--- config.mk ---
export PLATFORM = sky130hd
export DESIGN_NAME = i2c_target_rx
export DESIGN_NICKNAME = d
export VERILOG_FILES = /design/src/rtl/i2c_tgt_pkg.sv /design/src/rtl/i2c_tgt_bus_cond.sv /design/src/rtl/i2c_tgt_addr_match.sv /design/src/rtl/i2c_tgt_engine.sv /design/src/rtl/i2c_target_rx.sv
export SDC_FILE = /design/constraint.sdc
export NUM_CORES = 1
export LEC_CHECK = 0
export ABC_AREA = 0
export BUFFER_PORTS_ARGS = -buffer_cell sky130_fd_sc_hd__buf_4
export CORE_AREA = 2 2 61 63
export CTS_CLUSTER_SIZE = 10
export DETAILED_ROUTE_END_ITERATION = 8
export DIE_AREA = 0 0 63 65
export GPL_TIMING_DRIVEN = 1
export PLACE_DENSITY = 0.76
export SYNTH_ARGS = -nofsm -noshare
export SYNTH_HDL_FRONTEND = slang
export SYNTH_SLANG_ARGS = --single-unit
--- constraint.sdc ---
create_clock -name clk -period 2.14 [get_ports clk]
set_input_delay 0.321 -clock clk [delete_from_list [all_inputs] [get_ports clk]]
set_output_delay 0.321 -clock clk [all_outputs]
set_load 0.01 [all_outputs]
--- src/rtl/i2c_tgt_pkg.sv ---
package i2c_tgt_pkg;
  localparam int BYTE_W = 8;
  localparam int OWN_ADDR_W = 10;
  localparam logic [4:0] TEN_BIT_HDR = 5'b11110;
  localparam logic [BYTE_W-1:0] GCALL_CODE = 8'h00;

  typedef enum logic [2:0] {
    ST_IDLE,
    ST_ADDR1,
    ST_ADDR2,
    ST_DATA,
    ST_SKIP
  } tgt_state_t;
endpackage

--- src/rtl/i2c_tgt_bus_cond.sv ---
module i2c_tgt_bus_cond #(
  parameter int STAGES = 2
) (
  input  logic clk,
  input  logic rst,
  input  logic scl_in,
  input  logic sda_in,
  output logic sda_q,
  output logic start_ev,
  output logic stop_ev,
  output logic scl_rise,
  output logic scl_fall
);
  logic [STAGES-1:0] scl_pipe;
  logic [STAGES-1:0] sda_pipe;
  logic scl_q;
  logic scl_d;
  logic sda_d;

  always_ff @(posedge clk) begin
    if (rst) begin
      scl_pipe[0] <= 1'b1;
      sda_pipe[0] <= 1'b1;
    end else begin
      scl_pipe[0] <= scl_in;
      sda_pipe[0] <= sda_in;
    end
  end

  for (genvar g = 1; g < STAGES; g++) begin : g_stage
    always_ff @(posedge clk) begin
      if (rst) begin
        scl_pipe[g] <= 1'b1;
        sda_pipe[g] <= 1'b1;
      end else begin
        scl_pipe[g] <= scl_pipe[g-1];
        sda_pipe[g] <= sda_pipe[g-1];
      end
    end
  end

  assign scl_q = scl_pipe[STAGES-1];
  assign sda_q = sda_pipe[STAGES-1];

  always_ff @(posedge clk) begin
    if (rst) begin
      scl_d <= 1'b1;
      sda_d <= 1'b1;
    end else begin
      scl_d <= scl_q;
      sda_d <= sda_q;
    end
  end

  assign start_ev = scl_q & scl_d & sda_d & ~sda_q;
  assign stop_ev  = scl_q & scl_d & ~sda_d & sda_q;
  assign scl_rise = scl_q & ~scl_d;
  assign scl_fall = ~scl_q & scl_d;
endmodule

--- src/rtl/i2c_tgt_addr_match.sv ---
module i2c_tgt_addr_match
  import i2c_tgt_pkg::*;
(
  input  logic [BYTE_W-1:0]     byte_in,
  input  logic [OWN_ADDR_W-1:0] own_addr,
  input  logic                  ten_bit,
  input  logic                  gc_en,
  output logic                  hit7,
  output logic                  hit10_hi,
  output logic                  hit10_lo,
  output logic                  hit_gc
);
  always_comb begin
    hit7     = !ten_bit && (byte_in[7:1] == own_addr[6:0]);
    hit10_hi = ten_bit && (byte_in[7:3] == TEN_BIT_HDR)
                       && (byte_in[2:1] == own_addr[9:8]);
    hit10_lo = (byte_in == own_addr[7:0]);
    hit_gc   = gc_en && (byte_in == GCALL_CODE);
  end
endmodule

--- src/rtl/i2c_tgt_engine.sv ---
module i2c_tgt_engine
  import i2c_tgt_pkg::*;
(
  input  logic              clk,
  input  logic              rst,
  input  logic              start_ev,
  input  logic              stop_ev,
  input  logic              scl_rise,
  input  logic              scl_fall,
  input  logic              sda_q,
  input  logic              hit7,
  input  logic              hit10_hi,
  input  logic              hit10_lo,
  input  logic              hit_gc,
  input  logic              rd_strobe,
  input  logic              nack_req,
  input  logic              stop_clr,
  output logic [BYTE_W-1:0] shift_q,
  output logic [BYTE_W-1:0] rx_byte,
  output logic              rx_full,
  output logic              stop_seen,
  output logic              master_read,
  output logic              gcall_hit,
  output logic              sda_drive_low,
  output logic              scl_drive_low,
  output logic              load_ev
);
  localparam int CNT_W = $clog2(BYTE_W + 1);
  localparam logic [CNT_W-1:0] LAST_BIT = CNT_W'(BYTE_W);

  tgt_state_t       state;
  logic [CNT_W-1:0] bit_cnt;
  logic             ack_phase;
  logic             pend;
  logic             nack_pend;
  logic             byte_end;

  always_comb begin
    byte_end = scl_fall && (bit_cnt == LAST_BIT) && !ack_phase
               && (state != ST_IDLE);
    load_ev  = (state == ST_DATA)
               && ((byte_end && !nack_pend) || pend)
               && (!rx_full || rd_strobe)
               && !start_ev && !stop_ev;
  end

  always_ff @(posedge clk) begin
    if (rst) begin
      state         <= ST_IDLE;
      bit_cnt       <= '0;
      ack_phase     <= 1'b0;
      pend          <= 1'b0;
      nack_pend     <= 1'b0;
      shift_q       <= '0;
      rx_byte       <= '0;
      rx_full       <= 1'b0;
      stop_seen     <= 1'b0;
      master_read   <= 1'b0;
      gcall_hit     <= 1'b0;
      sda_drive_low <= 1'b0;
      scl_drive_low <= 1'b0;
    end else begin
      if (rd_strobe) rx_full <= 1'b0;
      if (load_ev) begin
        rx_full <= 1'b1;
        rx_byte <= shift_q;
      end
      if (stop_clr) stop_seen <= 1'b0;
      if (stop_ev)  stop_seen <= 1'b1;
      if (nack_req) nack_pend <= 1'b1;

      if (start_ev || stop_ev) begin
        state         <= start_ev ? ST_ADDR1 : ST_IDLE;
        bit_cnt       <= '0;
        ack_phase     <= 1'b0;
        pend          <= 1'b0;
        gcall_hit     <= 1'b0;
        sda_drive_low <= 1'b0;
        scl_drive_low <= 1'b0;
        if (stop_ev) nack_pend <= 1'b0;
      end else begin
        if (load_ev) begin
          sda_drive_low <= 1'b1;
          scl_drive_low <= 1'b0;
          pend          <= 1'b0;
          ack_phase     <= 1'b1;
        end

        if (scl_rise && (bit_cnt < LAST_BIT) && (state != ST_IDLE)) begin
          shift_q <= {shift_q[BYTE_W-2:0], sda_q};
          bit_cnt <= bit_cnt + 1'b1;
        end

        if (byte_end) begin
          ack_phase <= 1'b1;
          case (state)
            ST_ADDR1: begin
              if (hit_gc) begin
                master_read   <= 1'b0;
                gcall_hit     <= 1'b1;
                sda_drive_low <= 1'b1;
                state         <= ST_DATA;
              end else if ((hit7 || hit10_hi) && !shift_q[0]) begin
                master_read   <= 1'b0;
                sda_drive_low <= 1'b1;
                state         <= hit10_hi ? ST_ADDR2 : ST_DATA;
              end else if (hit7 || hit10_hi) begin
                master_read <= 1'b1;
                state       <= ST_SKIP;
              end else begin
                state <= ST_SKIP;
              end
            end
            ST_ADDR2: begin
              if (hit10_lo) begin
                sda_drive_low <= 1'b1;
                state         <= ST_DATA;
              end else begin
                state <= ST_SKIP;
              end
            end
            ST_DATA: begin
              if (nack_pend) begin
                nack_pend <= 1'b0;
                state     <= ST_SKIP;
              end else if (!load_ev) begin
                pend          <= 1'b1;
                scl_drive_low <= 1'b1;
              end
            end
            default: ;
          endcase
        end

        if (ack_phase && scl_fall) begin
          ack_phase     <= 1'b0;
          sda_drive_low <= 1'b0;
          bit_cnt       <= '0;
        end
      end
    end
  end
endmodule

--- src/rtl/i2c_target_rx.sv ---
module i2c_target_rx
  import i2c_tgt_pkg::*;
#(
  parameter int SYNC_STAGES = 2
) (
  input  logic                  clk,
  input  logic                  rst,
  input  logic                  scl_i,
  input  logic                  sda_i,
  output logic                  scl_drive_low,
  output logic                  sda_drive_low,
  input  logic [OWN_ADDR_W-1:0] own_addr,
  input  logic                  ten_bit_mode,
  input  logic                  gcall_en,
  input  logic                  nack_req,
  input  logic                  rd_strobe,
  input  logic                  stop_clr,
  output logic [BYTE_W-1:0]     rx_byte,
  output logic                  rx_full,
  output logic                  stop_seen,
  output logic                  master_read,
  output logic                  gcall_hit
);
  logic              sda_q, start_ev, stop_ev, scl_rise, scl_fall;
  logic              hit7, hit10_hi, hit10_lo, hit_gc, load_ev;
  logic [BYTE_W-1:0] shift_q;

  i2c_tgt_bus_cond #(.STAGES(SYNC_STAGES)) cond_i (
    .clk(clk), .rst(rst), .scl_in(scl_i), .sda_in(sda_i),
    .sda_q(sda_q), .start_ev(start_ev), .stop_ev(stop_ev),
    .scl_rise(scl_rise), .scl_fall(scl_fall)
  );

  i2c_tgt_addr_match match_i (
    .byte_in(shift_q), .own_addr(own_addr), .ten_bit(ten_bit_mode),
    .gc_en(gcall_en), .hit7(hit7), .hit10_hi(hit10_hi),
    .hit10_lo(hit10_lo), .hit_gc(hit_gc)
  );

  i2c_tgt_engine engine_i (
    .clk(clk), .rst(rst), .start_ev(start_ev), .stop_ev(stop_ev),
    .scl_rise(scl_rise), .scl_fall(scl_fall), .sda_q(sda_q),
    .hit7(hit7), .hit10_hi(hit10_hi), .hit10_lo(hit10_lo), .hit_gc(hit_gc),
    .rd_strobe(rd_strobe), .nack_req(nack_req), .stop_clr(stop_clr),
    .shift_q(shift_q), .rx_byte(rx_byte), .rx_full(rx_full),
    .stop_seen(stop_seen), .master_read(master_read), .gcall_hit(gcall_hit),
    .sda_drive_low(sda_drive_low), .scl_drive_low(scl_drive_low),
    .load_ev(load_ev)
  );
endmodule

Word-level counts from Yosys, hierarchy flattened --
Cells that the tools add are included.
Storage, ports and cells: memories 0, bits of input ports 19, word-level logic and storage cells 123, ROM bits 0, register bits 38, RAM bits 0, bits in latches 0, output and inout bits 14
Cells by class: $lt $le $gt $ge 1, add/subtract/negate cells 1, $mul 0, equal/unequal tests 9, multiplexer cells 40, bitwise logic cells 12, divide/modulo/power cells 0, shift operators 0, reduce and logical (&&, ||, !) cells 41
Operators by type and width (number):
- $mux W1 | 32
- $mux W3 | 6
- $logic_and A1 B1 Y1 | 16
- $pmux W3 S3 | 1
- $eq A8 B8 Y1 | 1
- $logic_not A8 Y1 | 1
- $reduce_bool A2 Y1 | 4
- $and A1 B1 Y1 | 7
- $eq A7 B7 Y1 | 1
- $logic_not A1 Y1 | 7
- $eq A3 B2 Y1 const B | 2
- $reduce_and A3 Y1 | 2
- $reduce_bool A3 Y1 | 2
- $eq A5 B5 Y1 const B | 1
- $not A1 Y1 | 5
- $add A4 B1 Y4 const B | 1
- $eq A4 B4 Y1 const B | 1
- $logic_or A1 B1 Y1 | 4
- $lt A4 B4 Y1 const B | 1
- $reduce_and A4 Y1 | 1
- $reduce_bool A4 Y1 | 1
- $eq A3 B1 Y1 const B | 1
- $ne A3 B2 Y1 const B | 1
- $reduce_or A3 Y1 | 1
- other kinds (4) | 4

Longest topological paths before layout --
Gate-level depths: netlist of run 1.
depth in word-level cells 16, depth in mapped cells 8, gate-level depth less buffers 7

Modules after synthesis --
From an unflattened synthesis of run 1, not the netlist that was laid out.
Unflattened totals: cell total of the unflattened synthesis 208, area, all modules 1876.8 um^2
By module, submodules not included:
- i2c_tgt_engine | seq. area each 640.6 um^2, instances 1, cells an instance 162, area each 1451.4 um^2
- i2c_tgt_addr_match | seq. area each 0.0 um^2, instances 1, cells an instance 30, area each 235.2 um^2
- i2c_tgt_bus_cond | seq. area each 120.1 um^2, instances 1, cells an instance 16, area each 190.2 um^2

Worst setup path after synthesis of run 1 --
No wires, ideal clock.
path kind reg-to-reg, from register engine_i.bit_cnt[0], to register engine_i.state[0], arrival time 1.580 ns, path slack 0.443 ns, data required time 2.023 ns, buffers on the path 0, clock period less this slack 1.697 ns, stages on the path, launching flop included 8, library setup time 0.117 ns, cells stage by stage dfxtp_1 > inv_1 > ha_1 > and4bb_2 > and2_1 > a211oi_1 > nor4_1 > a22o_1
On the way: longest elaborated chain between the ends 6
Ends and longest elaborated chain:
- start: declaration | RTL line i2c_tgt_engine.sv:32 | logic [CNT_W-1:0] bit_cnt;
- start signal: assignment | RTL line i2c_tgt_engine.sv:91 | bit_cnt <= bit_cnt + 1'b1;
- $eq A4 B4 Y1 | RTL line i2c_tgt_engine.sv:39 | byte_end = scl_fall && (bit_cnt == LAST_BIT) && !ack_phase
- $logic_and A1 B1 Y1 (2 in series) | RTL line i2c_tgt_engine.sv:39
- $logic_and A1 B1 Y1 | RTL line i2c_tgt_engine.sv:40 | && (state != ST_IDLE);
- $reduce_bool A2 Y1 (no source line)
- $reduce_and A3 Y1 (no source line)
- end signal: assignment | RTL line i2c_tgt_engine.sv:73 | state <= start_ev ? ST_ADDR1 : ST_IDLE;
- end signal: assignment | RTL line i2c_tgt_engine.sv:106 | state <= hit10_hi ? ST_ADDR2 : ST_DATA;
- end: declaration | RTL line i2c_tgt_engine.sv:31 | tgt_state_t state;
No other way between the ends. A chain may end at the register's enable or synchronous reset.

Final worst setup path of run 1 --
Same ends and word-level chain as after synthesis.

==> results.toml, run 1 <==
[critical_path]
r2r_end = "engine_i.state[0]$_SDFFE_PP0P_"
rrSetupSlack_ps = 290
crit_type = "reg2reg"
required_ps = 2400
r2r-start = "engine_i.bit_cnt[0]$_SDFFE_PP0P_"
path_cells = "inv_1 > ha_1 > and4bb_2 > and2_1 > a211oi_1 > nor4_1 > a22o_1"
setup.worst_path.start_class = "flop"
path_max_fanout = 5
crit_buf_inv = 1
max_stage_delay_ps = 410
worst_path_max_delay_cell = "dfxtp_1"
r2r_cells = 7
cp-end-kind = "flop"
cp_top_family = "compound AO/OA/AOI/OAI gates"
cp.arrival_ps = 2110

[global_route]
grt_first_pass_wirelength_um = 6400
antenna_found_initial = 0
grt_max_degree = 31
grt_usage_pct = 20.0
grt_overflow = 0
grt_pass1_vias = 1365

[power]
power_density_nw_per_um2 = 684
power_uw = 1450
power_leakage_uw = 0.000811
vdd_ir_drop_max_uv = 573

[placed_design]
place_congestion = 0.822
io_buffers = 32
dp_cells = 269
pre_cts_slack_ps = 306
hpwl_um = 2680

[timing]
rsz0062_at_grt = "false"
finalCriticalPeriod_ps = 1850
setup_tns_ps = 0
setup_viol = 0
tightest_slew_ps = 495
setup_slack_ps = 287
final_max_slew_viol_count = 0
timing.fmax_mhz = 540
hold_viol = 0
period_share_pct = 86.6
slew_headroom_pct = 66.8
holdWs_ps = 149
skew_ps = 18.7

[synthesis]
ys_types = 42
synthesis.nets = 223
synth_edf_count = 0
ys_seq_area_share_pct = 42.5
synth.area.top_cells = "dfxtp_1 (42%), nand2_1 (5.7%), xor2_1 (5.4%)"
syn_inst = 202
synth_top_cells_by_count = "dfxtp_1 (38), nand2_1 (27), nor2_1 (19)"
ys_ff_latch = 38
synth_top_cell_area_share_pct = 42.5
yosys_warnings = 0
avgSynthCellArea_sq_um = 8.86
synth_ff_type = "dfxtp_1"
synth_largest_area_cell = "dfxtp_1"
syn_area_sq_um = 1790
synth.most_common_cell = "dfxtp_1"
async_flop_share_pct = 0

[cts]
clockBufferDepth = 2
cts_setup_buffers = 0
cts_buffers = 5
cts_tree = "built"
cts_hold_buf = 0
root_buffer = "clkbuf_4"
htree_num_levels = 2
clk_transition_reported_paths_ps = 120
cts-resized-gates = 0
cts_sinks = 38
clkLatencyLatePin_ps = 360

[die]
start_util_pct = 51.2
die-area_sq_um = 4100
boundaryPins = 33
dieWidth_um = 63
dieHeight_um = 65
core_sq_um = 3500
num_rows = 22

[job]
cap_violations = 0

[drt]
route.vias.total = 1482
drc = 0
dr.pass1.iters = 4
wl_um = 3790
via_per_inst = 5.35
wire_per_inst_um = 13.7
ant_nets = 0
drtIter0Drc = 110

[worst_hold_path]
hold_start = "scl_i"
min_path_type = "in2reg"
min_path_cells = 2
min_to = "cond_i.scl_pipe[0]$_SDFF_PP1_"

[cells_and_area]
n_antenna_cell = 0
final_nets = 249
fin_cells = 277
layout-drive-gt1-share_pct = 24.5
area_growth_pct = 18.5

[status]
status = "completed"
[area by class of cell]
cell class	instances	area, sq um
clock buffers	5	37.5
flip-flops and latches	38	761
clock inverters	3	68.8
repair buffers	34	255
inverters	5	18.8
multi-input cells	144	921
well taps	48	60.1
fillers	308	1370
[through the flow]
step | util (%) | area (sq um)
CTS | 60.7 | 2120
floorplan | - | 1790
global placement | 57.7 | 2020
detailed placement | 57.7 | 2020
finish | 60.7 | 2120
global route | 60.7 | 2120
[power by group]
| group | switching, uW | internal (uW) | total, uW |
|---|---|---|---|
| Combinational | 54.6 | 51.2 | 106 |
| Sequential | 6.72 | 717 | 724 |
| Clock | 256 | 365 | 621 |
[worst reg2reg max path, stage by stage, from the launching register on]
cell	delay [ps]
dfxtp_1	410
inv_1	60
ha_1	180
and4bb_2	240
and2_1	220
a211oi_1	310
nor4_1	90
a22o_1	250
[cells in the final DEF (no fill, tap or decap), types with 2 or more instances in the layout]
| cell | n |
|---|---|
| dfxtp_1 | 38 |
| buf_4 | 34 |
| nand2_1 | 27 |
| nor2_1 | 19 |
| a21oi_1 | 14 |
| xor2_1 | 11 |
| xnor2_1 | 9 |
| mux2i_1 | 8 |
| or2_2 | 6 |
| inv_1 | 5 |
| nor3_1 | 5 |
| nor4_1 | 5 |
| clkbuf_4 | 5 |
| nand3_1 | 4 |
| and3_1 | 3 |
| nand2b_1 | 2 |
| or3_1 | 2 |
| o21ai_0 | 2 |
| nand4b_1 | 2 |
| a211oi_1 | 2 |
| o221a_2 | 2 |
| ha_1 | 2 |
| bufinv_16 | 2 |
[registers in the layout, indices dropped and copies added (netlist names), 3 cells and up]
register          cells
engine_i.bit_cnt      4
engine_i.rx_byte      8
engine_i.shift_q      8
engine_i.state        3
[worst max-delay path by stage]
stage                                           from  cells after the start                              to  slack, ps
finish              engine_i.bit_cnt[0]$_SDFFE_PP0P_                      7  engine_i.state[0]$_SDFFE_PP0P_        290
global route        engine_i.bit_cnt[0]$_SDFFE_PP0P_                      7  engine_i.state[0]$_SDFFE_PP0P_        160
CTS                 engine_i.bit_cnt[0]$_SDFFE_PP0P_                      7  engine_i.state[0]$_SDFFE_PP0P_        290
detailed placement  engine_i.bit_cnt[0]$_SDFFE_PP0P_                      7  engine_i.state[0]$_SDFFE_PP0P_        310
global placement    engine_i.bit_cnt[0]$_SDFFE_PP0P_                      7  engine_i.state[0]$_SDFFE_PP0P_        350
floorplan           engine_i.bit_cnt[0]$_SDFFE_PP0P_                      7  engine_i.state[0]$_SDFFE_PP0P_        440
[metal layers]
| metal | track usage, % | routed length, um | vias to the layer above |
|---|---|---|---|
| met2 | 30.2 | 1720 | 46 |
| met1 | 26.4 | 1810 | 685 |
| met3 | 5.90 | 196 | 8 |
| met4 | 8.89 | 70 | 0 |
| met5 | 0 | 0 | - |
| li1 | - | - | 743 |
[logic make-up (layout without fill, tap and decap cells)]
family / after synthesis / in the layout / synth area share [%]
compound gates: 30 / 30 / 12.0
xor+xnor: 20 / 20 / 9.78
fa+ha+maj: 2 / 2 / 1.40
buf+inv: 20 / 47 / 6.08
flops: 38 / 38 / 42.5
mux: 8 / 8 / 4.47
simple gates: 84 / 84 / 23.8
Note: power is estimated with default switching activity, not from simulation.
==> run 2, diff against run 1 <==
CORE_AREA = 2 2 59 61   (was 2 2 61 63)
DIE_AREA = 0 0 61 63   (was 0 0 63 65)
PLACE_DENSITY = 0.8   (was 0.76)
clock period = 2.2 ns   (was 2.14 ns; I/O delays follow)
==> run 2 against run 1 <==
- global-route usage grew 0.44 points
- largest power group unchanged
- worst hold slack improved by 18 ps
- core utilization increased by 4.3 points
==> results.toml, run 2 (synthesis results as in run 1) <==
[status]
status = "completed"

[drt]
wl_um = 3640
via_per_inst = 5.45
dr.pass1.iters = 5
wire_per_inst_um = 13.2
route.vias.total = 1500
drc = 0
ant_nets = 0
drtIter0Drc = 76

[cells_and_area]
register_area_sq_um = 761
final_nets = 249
reg_top3 = "engine_i.rx_byte (8), engine_i.shift_q (8), engine_i.bit_cnt (4)"
final_common_cell = "dfxtp_1"
fillers = 277
layout_common_cells = "dfxtp_1 (38), buf_4 (34), nand2_1 (27), nor2_1 (19), a21oi_1 (14)"
layout-drive-gt1-share_pct = 24.5
n_antenna_cell = 0
area_growth_pct = 17.4
multiInputGateArea_sq_um = 927
fin_area_sq_um = 2100

[critical_path]
cp.arrival_ps = 2190
r2r_cells = 5
worst_path_max_delay_cell = "dfxtp_1"
setup.worst_path.start_class = "flop"
max_stage_delay_ps = 580
cp-end-kind = "flop"
required_ps = 2450
crit_type = "reg2reg"
path_max_fanout = 9
path_cells = "nor4_1 > and4b_1 > a211oi_1 > nor3_1 > o221a_2"

[die]
dieHeight_um = 63
start_util_pct = 55.4
core_sq_um = 3230
boundaryPins = 33
dieWidth_um = 61
num_rows = 21
die-area_sq_um = 3840

[cts]
clk_transition_reported_paths_ps = 120
root_buffer = "clkbuf_4"
clkLatencyLatePin_ps = 350
clockBufferDepth = 2
cts-resized-gates = 1
cts_tree = "built"
cts_hold_buf = 0
htree_num_levels = 2
cts_setup_buffers = 0
cts_sinks = 38
cts_buffers = 5

[global_route]
grt_usage_pct = 20.4
grt_overflow = 0
grt_pass1_vias = 1296
grt_max_degree = 31
antenna_found_initial = 0
grt_first_pass_wirelength_um = 5950

[power]
power_density_nw_per_um2 = 613
vdd_ir_drop_max_uv = 471
power_leakage_uw = 0.000796

[timing]
slew_headroom_pct = 55.7
setup_slack_ps = 264
rsz0062_at_grt = "false"
hold_viol = 0
period_share_pct = 88.0
tightest_slew_ps = 663
final_max_slew_viol_count = 0
timing.fmax_mhz = 517
setup_tns_ps = 0
skew_ps = 10.8
holdWs_ps = 167
finalCriticalPeriod_ps = 1940
setup_viol = 0

[placed_design]
hpwl_um = 2680
io_buffers = 32
postPlaceCellArea_sq_um = 2010
pre_cts_slack_ps = -14.4
place_congestion = 0.832

[job]
cap_violations = 0

[worst_hold_path]
min_path_cells = 2
min_path_type = "in2reg"
run 2: path summary, 6_finish.rpt:
check | start | to | slack (ps)
min | scl_i | cond_i.scl_pipe[0]$_SDFF_PP1_ | 170
min reg2reg | cond_i.scl_pipe[0]$_SDFF_PP1_ | cond_i.scl_q$_SDFF_PP1_ | 420
max | engine_i.shift_q[0]$_SDFFE_PP0P_ | engine_i.state[1]$_SDFFE_PP0P_ | 260
max reg2reg | engine_i.shift_q[0]$_SDFFE_PP0P_ | engine_i.state[1]$_SDFFE_PP0P_ | 260
run 2: layout make-up:
cell class / count / share of cell area (%)
inverters: 5 / 0.893
multi-input cells: 144 / 44.1
clock inverters: 3 / 2.14
well taps: 46 / 2.74
flip-flops and latches: 38 / 36.2
clock buffers: 5 / 1.79
repair buffers: 34 / 12.1
run 2: metrics by stage:
step                instances  power [uW]  utilization (%)
floorplan                 202         783                -
finish                    275        1290             65.0
detailed placement        267         821             62.3
CTS                       275        1300             65.0
global placement          267         820             62.3
global route              275        1340             65.0
run 2: per-layer routing:
metal | vias to the layer above | wire (um) | GRT usage, %
met2 | 47 | 1710 | 30.4
met1 | 701 | 1680 | 27.9
met3 | 8 | 192 | 5.18
met4 | 0 | 63 | 8.15
li1 | 744 | - | -
met5 | - | 0 | 0
run 2: where the power goes:
part	switching (uW)	internal [uW]	total [uW]
logic	47.9	50.9	98.8
clock network	243	238	481
registers	11.3	697	709
run 2: worst max-delay path: cells and delay by family, from the launching register on:
family | cells | cell delay (ps)
AO/OA/AOI/OAI | 2 | 770
flip-flops | 1 | 580
AND/OR/NAND/NOR | 3 | 480
==> run 3, diff against run 2 <==
CORE_AREA = 2 2 75 77   (was 2 2 59 61)
DIE_AREA = 0 0 77 79   (was 0 0 61 63)
PLACE_DENSITY = unset   (was 0.8)
==> run 3 against run 2 <==
- maximum frequency rose by 4.4%
- non-clock buffer count is the same
- register-to-register slack gained 80 ps
- clock power rose by 48%
- combinational power down 6.3%
- count of clock-buffer cells in the layout did not move
- worst setup slack better by 82 ps
==> results.toml, run 3 (synthesis results as in run 1) <==
[cts]
htree_num_levels = 2
cts_setup_buffers = 0
cts_buffers = 5
clkLatencyLatePin_ps = 300
root_buffer = "clkbuf_8"
cts-resized-gates = 0
cts_hold_buf = 0
clk_transition_reported_paths_ps = 80
cts_tree = "built"
cts_sinks = 38
clockBufferDepth = 2

[global_route]
grt_overflow = 0
grt_pass1_vias = 1350
grt_max_degree = 31
grt_usage_pct = 13.5
antenna_found_initial = 0
grt_first_pass_wirelength_um = 6450

[drt]
dr.pass1.iters = 4
via_per_inst = 4.83
route.vias.total = 1455
drtIter0Drc = 71
wl_um = 3790
drc = 0
wire_per_inst_um = 12.6
ant_nets = 0

[die]
start_util_pct = 33.5
core_sq_um = 5340
boundaryPins = 33
num_rows = 27
dieWidth_um = 77
dieHeight_um = 79
die-area_sq_um = 6080

[timing]
rsz0062_at_grt = "false"
final_max_slew_viol_count = 0
finalCriticalPeriod_ps = 1850
skew_ps = 7.79
tightest_slew_ps = 464
timing.fmax_mhz = 539
setup_viol = 0
hold_viol = 0
holdWs_ps = 217
period_share_pct = 84.3
setup_tns_ps = 0
slew_headroom_pct = 68.9

[critical_path]
worst_path_max_delay_cell = "dfxtp_1"
cp.arrival_ps = 2050
cp-startpoint = "engine_i.bit_cnt[0]$_SDFFE_PP0P_"
setup.worst_path.start_class = "flop"
path_cells = "inv_1 > ha_1 > and4bb_2 > and2_1 > a211oi_1 > nor4_1 > a22o_1"
crit_type = "reg2reg"
max_stage_delay_ps = 400
required_ps = 2400
path_max_fanout = 5
r2r-start = "engine_i.bit_cnt[0]$_SDFFE_PP0P_"
cp-end-kind = "flop"

[cells_and_area]
fillers = 569
area_growth_pct = 21.9
final_common_cell = "dfxtp_1"
layout_common_cells = "dfxtp_1 (38), buf_4 (34), nand2_1 (27), nor2_1 (19), a21oi_1 (14)"
n_antenna_cell = 0
layout-drive-gt1-share_pct = 24.5
reg_top3 = "engine_i.rx_byte (8), engine_i.shift_q (8), engine_i.bit_cnt (4)"
final_nets = 249
fin_cells = 301

[placed_design]
io_buffers = 32
dp_cells = 293
hpwl_um = 2850
place_congestion = 0.762

[status]
status = "completed"

[job]
cap_violations = 0

[power]
power_leakage_uw = 0.000825
power_density_nw_per_um2 = 694
vdd_ir_drop_max_uv = 393

[worst_hold_path]
hold_start = "scl_i"
min_path_type = "in2reg"
## run 3: cell count changes in the layout (fill, tap and decap cells not counted)
cell / change
clkbuf_4: -5
clkbuf_8: +5
clkinvlp_4: -2
bufinv_16: +1
clkinv_4: +1
nor3_2: +1
nor3_4: -1
## run 3: report_power, final
part	total [uW]	switching [uW]	leakage, uW	internal (uW)
Combinational	92.6	46.1	0.000448	46.4
Sequential	708	11.4	0.000308	697
Clock	714	260	0.0000683	454
Total	1510	317	0.000825	1200
## run 3: critical path: cells and delay by family (launching register included)
kind / cells / cell delay [ps]
AND/OR/NAND/NOR: 3 / 560
AO/OA/AOI/OAI: 2 / 550
flip-flops: 1 / 400
adder cells (fa/ha/maj): 1 / 190
buffers and inverters: 1 / 70
## run 3: path summary, 6_finish.rpt
| kind | slack, ps | end | cells after the start |
|---|---|---|---|
| setup / recovery | 350 | engine_i.state[0]$_SDFFE_PP0P_ | 7 |
| hold / removal | 220 | cond_i.scl_pipe[0]$_SDFF_PP1_ | 2 |
| hold reg to reg | 410 | cond_i.sda_q$_SDFF_PP1_ | 1 |
| setup reg to reg | 350 | engine_i.state[0]$_SDFFE_PP0P_ | 7 |
## run 3: layout make-up
class                   instances  area [sq um]  share of cell area, %
inverters                       5          18.8                  0.860
clock inverters                 3          68.8                   3.15
clock buffers                   5          68.8                   3.15
well taps                      72          90.1                   4.13
repair buffers                 34           255                   11.7
multi-input cells             144           921                   42.2
flip-flops and latches         38           761                   34.8
## run 3: through the flow
| stage | util [%] | cell area (sq um) | total power [uW] | setup slack (ps) |
|---|---|---|---|---|
| 2_1_floorplan | - | 1790 | 783 | 503 |
| 3_3_place_gp | 38.3 | 2050 | 817 | 356 |
| 3_5_place_dp | 38.3 | 2050 | 817 | 357 |
| 4_1_cts | 40.9 | 2180 | 1530 | 346 |
| 5_1_grt | 40.9 | 2180 | 1580 | 185 |
| 6_report | 40.9 | 2180 | 1510 | 346 |
## run 3: routing by layer
metal | GRT usage (%) | routed length [um] | vias up | part of all wire [%]
met1 | 17.6 | 1820 | 675 | 48
met2 | 20.9 | 1710 | 31 | 45
li1 | - | - | 744 | -
met4 | 4.82 | 59 | 0 | 1.6
met5 | 0 | 0 | - | 0
met3 | 4.32 | 204 | 5 | 5.4
